`src/rtl/rdw_pkg.sv`:
```
// Shared types for the flash ready-wait supervisor.
// Assumes: nothing beyond the standard language.
package rdw_pkg;

    typedef enum logic [3:0] {
        ST_IDLE,        // no wait in progress
        ST_HOLD,        // hold-off before the first sample
        ST_PIN_POLL,    // sampling the ready pin each cycle
        ST_PIN_LAST,    // single pin sample after the budget ran out
        ST_POLL_ISSUE,  // launch a polling status read
        ST_POLL_WAIT,   // wait for the polling status byte
        ST_LAST_ISSUE,  // launch the post-expiry status read
        ST_LAST_WAIT,   // wait for the post-expiry status byte
        ST_FIN_ISSUE,   // launch the final status read
        ST_FIN_WAIT     // wait for the final status byte
    } rdw_state_e;

endpackage

```
`src/rtl/rdw_ticker.sv`:
```
// Elapsed-cycle counter for one wait.
// Clears on the accepted start, counts every cycle while running,
// saturates at its maximum, and flags when the count reaches the limit.
// Assumes: clr and run are never both needed in one cycle beyond clr winning.
module rdw_ticker #(
    parameter int W = 32
) (
    input  logic         clk,
    input  logic         rst_n,
    input  logic         clr,
    input  logic         run,
    input  logic [W-1:0] lim,
    output logic [W-1:0] count,
    output logic         expired
);
    localparam logic [W-1:0] CNT_MAX = '1;

    // Purpose: track cycles elapsed since the start edge.
    always_ff @(posedge clk) begin
        if (!rst_n)                          count <= '0;
        else if (clr)                        count <= '0;
        else if (run && (count != CNT_MAX))  count <= count + 1'b1;
    end

    // Purpose: compare the elapsed count with the latched budget.
    always_comb expired = (count >= lim);

endmodule

```
`src/rtl/rdw_status_port.sv`:
```
// Request/acknowledge port for reading the device status byte.
// A launch pulse raises the request; it drops at the edge that sees the
// acknowledge, where the byte is captured and a one-cycle got pulse follows.
// Assumes: the engine acknowledges each request with a single-cycle st_ack.
module rdw_status_port #(
    parameter int DW = 8
) (
    input  logic          clk,
    input  logic          rst_n,
    input  logic          launch,
    input  logic          st_ack,
    input  logic [DW-1:0] st_data,
    output logic          st_req,
    output logic          got,
    output logic [DW-1:0] val
);
    // Purpose: hold the request until it is acknowledged.
    always_ff @(posedge clk) begin
        if (!rst_n)                 st_req <= 1'b0;
        else if (launch)            st_req <= 1'b1;
        else if (st_req && st_ack)  st_req <= 1'b0;
    end

    // Purpose: capture the byte and flag its arrival for one cycle.
    always_ff @(posedge clk) begin
        if (!rst_n) begin
            got <= 1'b0;
            val <= '0;
        end else begin
            got <= st_req && st_ack;
            if (st_req && st_ack) val <= st_data;
        end
    end

endmodule

```
`src/rtl/nand_rdy_watch.sv`:
```
// Flash ready-wait supervisor (top).
// Waits for a flash operation to finish by sampling a ready pin or by
// polling the status byte. A fixed hold-off comes first, the budget ends
// with one last check, and every wait closes with a final status read.
// Assumes: rb_ready is already synchronous to clk; the budget is given
// in clock cycles, and zero selects a per-mode default.
module nand_rdy_watch #(
    parameter int CLK_HZ       = 50_000_000,
    parameter int HOLDOFF_NS   = 100,
    parameter int DFLT_PIN_US  = 400_000,
    parameter int DFLT_STAT_US = 250_000,
    parameter int TMO_W        = 32,
    parameter int SB_W         = 8,
    parameter int RDY_BIT      = 6
) (
    input  logic            clk,
    input  logic            rst_n,
    input  logic            start,
    input  logic            use_status,
    input  logic [TMO_W-1:0] tmo_ticks,
    input  logic            rb_ready,
    output logic            st_req,
    input  logic            st_ack,
    input  logic [SB_W-1:0] st_data,
    output logic            done,
    output logic            timed_out,
    output logic [SB_W-1:0] stat_byte,
    output logic            stat_err
);
    import rdw_pkg::*;

    localparam longint CYC_PER_US = longint'(CLK_HZ) / 64'd1_000_000;
    localparam longint HOLD_RAW   = (longint'(CLK_HZ) / 64'd1_000_000 * longint'(HOLDOFF_NS) + 64'd999) / 64'd1000;
    localparam longint HOLD_CYC   = (HOLD_RAW < 64'd1) ? 64'd1 : HOLD_RAW;
    localparam logic [TMO_W-1:0] HOLD_LAST = TMO_W'(HOLD_CYC - 64'd1);
    localparam logic [TMO_W-1:0] DFLT_PIN  = TMO_W'(CYC_PER_US * longint'(DFLT_PIN_US));
    localparam logic [TMO_W-1:0] DFLT_STAT = TMO_W'(CYC_PER_US * longint'(DFLT_STAT_US));

    rdw_state_e      st, nxt;
    logic            mode_q;
    logic [TMO_W-1:0] lim_q;
    logic            tmo_pend;
    logic            launch;
    logic            accept;
    logic            busy;
    logic            got;
    logic [SB_W-1:0] val;
    logic [TMO_W-1:0] elapsed;
    logic            expired;

    // Purpose: a start is taken only while idle.
    always_comb accept = (st == ST_IDLE) && start;
    // Purpose: a wait is in progress in every state but idle.
    always_comb busy   = (st != ST_IDLE);

    rdw_ticker #(.W(TMO_W)) u_tick (
        .clk     (clk),
        .rst_n   (rst_n),
        .clr     (accept),
        .run     (busy),
        .lim     (lim_q),
        .count   (elapsed),
        .expired (expired)
    );

    rdw_status_port #(.DW(SB_W)) u_port (
        .clk     (clk),
        .rst_n   (rst_n),
        .launch  (launch),
        .st_ack  (st_ack),
        .st_data (st_data),
        .st_req  (st_req),
        .got     (got),
        .val     (val)
    );

    // Purpose: next-state and read-launch decode of the wait sequence.
    always_comb begin
        nxt    = st;
        launch = 1'b0;
        unique case (st)
            ST_IDLE:       if (start) nxt = ST_HOLD;
            ST_HOLD:       if (elapsed == HOLD_LAST)
                               nxt = mode_q ? ST_POLL_ISSUE : ST_PIN_POLL;
            ST_PIN_POLL:   if (rb_ready)     nxt = ST_FIN_ISSUE;
                           else if (expired) nxt = ST_PIN_LAST;
            ST_PIN_LAST:   nxt = ST_FIN_ISSUE;
            ST_POLL_ISSUE: begin launch = 1'b1; nxt = ST_POLL_WAIT; end
            ST_POLL_WAIT:  if (got) begin
                               if (val[RDY_BIT]) nxt = ST_FIN_ISSUE;
                               else if (expired) nxt = ST_LAST_ISSUE;
                               else              nxt = ST_POLL_ISSUE;
                           end
            ST_LAST_ISSUE: begin launch = 1'b1; nxt = ST_LAST_WAIT; end
            ST_LAST_WAIT:  if (got) nxt = ST_FIN_ISSUE;
            ST_FIN_ISSUE:  begin launch = 1'b1; nxt = ST_FIN_WAIT; end
            ST_FIN_WAIT:   if (got) nxt = ST_IDLE;
            default:       nxt = ST_IDLE;
        endcase
    end

    // Purpose: state register.
    always_ff @(posedge clk) begin
        if (!rst_n) st <= ST_IDLE;
        else        st <= nxt;
    end

    // Purpose: latch mode and budget, record the last-check verdict.
    always_ff @(posedge clk) begin
        if (!rst_n) begin
            mode_q   <= 1'b0;
            lim_q    <= '0;
            tmo_pend <= 1'b0;
        end else begin
            if (accept) begin
                mode_q   <= use_status;
                lim_q    <= (tmo_ticks != '0) ? tmo_ticks
                          : (use_status ? DFLT_STAT : DFLT_PIN);
                tmo_pend <= 1'b0;
            end
            if (st == ST_PIN_LAST)        tmo_pend <= !rb_ready;
            if (st == ST_LAST_WAIT && got) tmo_pend <= !val[RDY_BIT];
        end
    end

    // Purpose: publish results and the completion pulse.
    always_ff @(posedge clk) begin
        if (!rst_n) begin
            done      <= 1'b0;
            timed_out <= 1'b0;
            stat_byte <= '0;
            stat_err  <= 1'b0;
        end else begin
            done <= 1'b0;
            if (st == ST_FIN_WAIT && got) begin
                done      <= 1'b1;
                timed_out <= tmo_pend;
                stat_byte <= val;
                stat_err  <= !val[RDY_BIT];
            end
        end
    end

endmodule

```
`config.mk`:
```
export PLATFORM = sky130hd
export DESIGN_NAME = nand_rdy_watch
export DESIGN_NICKNAME = d
export VERILOG_FILES = /design/src/rtl/rdw_pkg.sv /design/src/rtl/rdw_ticker.sv /design/src/rtl/rdw_status_port.sv /design/src/rtl/nand_rdy_watch.sv
export SDC_FILE = /design/constraint.sdc
export NUM_CORES = 1
export LEC_CHECK = 0
export ABC_AREA = 1
export ABC_CLOCK_PERIOD_IN_PS = 4550
export BUFFER_PORTS_ARGS = -buffer_cell sky130_fd_sc_hd__buf_2
export CORE_MARGIN = 4
export CORE_UTILIZATION = 55
export DETAILED_ROUTE_END_ITERATION = 8
export PLACE_DENSITY = 0.81
export SYNTH_ARGS = -nofsm -noshare
export SYNTH_HDL_FRONTEND = slang
export SYNTH_SLANG_ARGS = --single-unit
```
`constraint.sdc`:
```
create_clock -name clk -period 4.55 [get_ports clk]
set_input_delay 0 -clock clk [delete_from_list [all_inputs] [get_ports clk]]
set_output_delay 0 -clock clk [all_outputs]
set_load 0.01 [all_outputs]
```
==> metrics.txt <==
# TYPE chip_impl_metric gauge
chip_impl_metric{name="fin_ws",unit="ns"} 2.12
chip_impl_metric{name="arrival",unit="ns"} 2.71
chip_impl_metric{name="insertedDiodeCount",unit=""} 0
chip_impl_metric{name="ys_ff_latch",unit=""} 91
chip_impl_metric{name="worst-slew-pin-transition",unit="ns"} 0.800
chip_impl_metric{name="netlist_area",unit="mm2"} 0.00514
chip_impl_metric{name="floorplan.core_area",unit="mm2"} 0.00915
chip_impl_info{name="synth_top_area_cell",value="dfxtp_1"} 1
chip_impl_info{name="synth.cells.most_frequent",value="123 x nand2_1, 112 x inv_1, 106 x nor2_1, 91 x dfxtp_1, 47 x o21ai_0"} 1
chip_impl_metric{name="ys_seq_area_share",unit="%"} 35.4
chip_impl_metric{name="power_density",unit="mW/mm2"} 360
chip_impl_metric{name="max_freq",unit="GHz"} 0.412
chip_impl_info{name="setup.worst_path.class",value="reg -> reg"} 1
chip_impl_metric{name="worst_ir_drop_vdd",unit="uV"} 226
chip_impl_metric{name="ratio_of_final_minimum_period_to_clock_period",unit="%"} 53.3
chip_impl_metric{name="cap_viol_max_count",unit=""} 0
chip_impl_metric{name="grt_start_max_net_pins",unit=""} 40
chip_impl_info{name="setup.worst_path.end_class",value="register"} 1
chip_impl_info{name="synth.most_common_cell",value="nand2_1"} 1
chip_impl_info{name="worst_hold_check_path_type",value="in -> reg"} 1
chip_impl_info{name="path_cells",value="nor2_4, inv_1, nor2_1, nand2_1, nand2_2, inv_1, o21ai_0, a21oi_1"} 1
chip_impl_metric{name="grt.met1_usage",unit="%"} 32.0
chip_impl_metric{name="finalHoldViolations",unit=""} 0
chip_impl_metric{name="synthesis.area_per_instance",unit="um2"} 7.05
chip_impl_metric{name="final_area",unit="mm2"} 0.00605
chip_impl_metric{name="cp_data_required_time",unit="ns"} 4.83
chip_impl_info{name="rsz_0062_raised_after_global_routing",value="no"} 1
chip_impl_metric{name="starting_density_of_the_core",unit="%"} 56.2
chip_impl_metric{name="drt.antenna.violating_nets",unit=""} 0
chip_impl_info{name="grt_busiest_layer",value="met2"} 1
chip_impl_info{name="synth_flop_cell",value="dfxtp_1"} 1
chip_impl_metric{name="timing_max_transition_violations_final",unit=""} 0
chip_impl_metric{name="die_area",unit="mm2"} 0.0110
chip_impl_metric{name="synthCells",unit=""} 729
chip_impl_info{name="cts_root_buf",value="clkbuf_8"} 1
chip_impl_metric{name="synth_warnings",unit=""} 0
chip_impl_metric{name="place_hpwl",unit="um"} 9970
chip_impl_metric{name="nFillCells",unit=""} 800
chip_impl_metric{name="die-width",unit="um"} 105
chip_impl_metric{name="cts-resized-gates",unit=""} 0
chip_impl_metric{name="async_flop_share",unit="%"} 0
chip_impl_metric{name="drt_pre_antenna_iters",unit=""} 5
chip_impl_metric{name="cp_slowest_stage_delay",unit="ns"} 0.68
chip_impl_metric{name="first_global_vias",unit=""} 5079
chip_impl_info{name="run_status",value="finished clean"} 1
chip_impl_metric{name="drt_wl_total",unit="um"} 13800
chip_impl_metric{name="viasPerCell",unit=""} 5.44
chip_impl_info{name="cts_tree",value="built"} 1
chip_impl_metric{name="postPlaceCellArea",unit="mm2"} 0.00545
chip_impl_metric{name="syn_nets",unit=""} 809
chip_impl_metric{name="power_leakage",unit="nW"} 2.63
chip_impl_metric{name="cts_num_sinks",unit=""} 91
chip_impl_metric{name="sum_of_negative_setup_slack",unit="ns"} 0
chip_impl_metric{name="synthDistinctLibCells",unit=""} 43
chip_impl_metric{name="rows",unit=""} 35
chip_impl_metric{name="routed_wire_per_std_cell",unit="um"} 14.8
chip_impl_metric{name="syn2layout_area_growth",unit="%"} 17.7
chip_impl_metric{name="die_height",unit="um"} 105
chip_impl_metric{name="post_layout_net_count",unit=""} 901
chip_impl_metric{name="grt_overflow_total",unit=""} 0
chip_impl_metric{name="htree_num_levels",unit=""} 3
chip_impl_metric{name="drive_above_1_share",unit="%"} 13.7
chip_impl_metric{name="setup-violations-final",unit=""} 0
chip_impl_info{name="synth_area_leaders",value="dfxtp_1 35%, nand2_1 9.0%, ha_1 8.3%, inv_1 8.2%, nor2_1 7.7%"} 1
chip_impl_metric{name="use_met2",unit="%"} 44.9
chip_impl_metric{name="drc",unit=""} 0
chip_impl_metric{name="grt_antenna_before_repair",unit=""} 0
chip_impl_metric{name="clock_skew",unit="ns"} 0.0153
chip_impl_metric{name="cts_hold_repair.buffers",unit=""} 42
chip_impl_metric{name="max-slew-margin-rel",unit="%"} 46.5
chip_impl_metric{name="finalWeightedCongestion",unit=""} 0.904
chip_impl_info{name="critical-path-top-cell-by-count",value="inv_1"} 1
chip_impl_metric{name="synth_enable_flop_cells",unit=""} 0
chip_impl_metric{name="drt_iter0_drc",unit=""} 247
chip_impl_metric{name="global_route.usage.met3",unit="%"} 4.51
chip_impl_metric{name="clk_transition_reported_paths",unit="ns"} 0.10
chip_impl_metric{name="hold_ws",unit="ns"} 0.0219
chip_impl_metric{name="share_of_the_synthesized_area_in_the_top_cell_type",unit="%"} 35.4
chip_impl_metric{name="timing.critical_path.fanout_max",unit=""} 39
chip_impl_metric{name="clock_tree.buffer_depth",unit=""} 2
chip_impl_metric{name="floorplan.io_pins",unit=""} 58
chip_impl_metric{name="post-place-ws",unit="ns"} 2.19
chip_impl_info{name="critical_path.slowest_cell",value="nand2_2"} 1
chip_impl_metric{name="cts-buffers-inserted",unit=""} 9
chip_impl_metric{name="place.port_buffers",unit=""} 57
chip_impl_metric{name="grt_pass1_wl",unit="um"} 23400
chip_impl_metric{name="insertion_delay",unit="ns"} 0.39
chip_impl_metric{name="total_routing_usage_gr",unit="%"} 26.0
chip_impl_info{name="critPathLaunchType",value="register"} 1
chip_impl_metric{name="min_period",unit="ns"} 2.43
chip_impl_metric{name="post-cts-setup-buffer-count",unit=""} 0
chip_impl_metric{name="route.vias.total",unit=""} 5100
## per-layer routing
layer | vias up | part of all wire [%]
li1 | 2570 | -
met1 | 2337 | 44
met2 | 154 | 48
met3 | 39 | 5.0
met4 | 0 | 2.9
met5 | - | 0
## cells by family after synthesis
| kind of cell | after synthesis | share of synthesized area (%) |
|---|---|---|
| AO/OA/AOI/OAI | 134 | 15.4 |
| XOR/XNOR | 11 | 1.87 |
| AND/OR/NAND/NOR | 321 | 27.8 |
| flip-flops | 91 | 35.4 |
| buffers and inverters | 138 | 11.2 |
| adder cells (fa/ha/maj) | 34 | 8.28 |
## layout make-up
| class | count | area, um2 | share of cell area [%] |
|---|---|---|---|
| sequential | 91 | 1820 | 30.1 |
| clock inverter | 7 | 62.6 | 1.03 |
| tap | 111 | 139 | 2.29 |
| timing repair buffer | 100 | 713 | 11.8 |
| clock buffer | 9 | 124 | 2.05 |
| inverter | 119 | 449 | 7.42 |
| multi-input combinational | 500 | 2740 | 45.3 |
## worst max-delay path: cells and delay by family (launching register included)
kind            cells  cell delay, ns
flops               1            0.41
compound gates      2            0.23
simple gates        4            1.25
buf+inv             2            0.41
## state kept, by name, summed over array words and instances, names as in the netlist
signal	flops
tmo_pend	1
u_port.val	8
u_tick.count	32
stat_byte	8
u_port.got	1
timed_out	1
done	1
lim_q	32
u_port.st_req	1
stat_err	1
mode_q	1
st	4
## placed cells by master, fill, tap and decap left out, drive strengths merged, types with 24 or more instances in the layout
cell	Yosys	final
nand2	130	130
inv	119	125
nor2	114	114
dfxtp	91	91
buf	13	58
o21ai	47	47
a21oi	43	43
dlygate4sd3	0	42
ha	34	34
nand3	32	32
nor3	26	26
o22ai	24	24
## where the power goes
group / switching (mW) / internal (mW)
clock network: 0.339 / 0.212
logic: 0.473 / 0.226
registers: 0.0439 / 0.881
total: 0.856 / 1.32
## worst paths after layout
check	start	to	slack, ns	cells past startpoint
worst max register to register	st[0]	u_tick.count[13]	2.12	8
worst min register to register	stat_err	stat_err	0.47	2
worst min-delay path	rb_ready	st[3]	0.02	5
worst max-delay path	st[0]	u_tick.count[13]	2.12	8
## stage by stage
| stage | instances | power, mW | util, % |
|---|---|---|---|
| after CTS | 937 | 2.16 | 66.1 |
| final | 937 | 2.18 | 66.1 |
| after global placement | 879 | 1.58 | 59.5 |
| after global routing | 937 | 2.30 | 66.1 |
| after floorplan | 729 | 1.49 | - |
| after detailed placement | 879 | 1.60 | 59.5 |
Note: power is estimated with default switching activity, not from simulation.
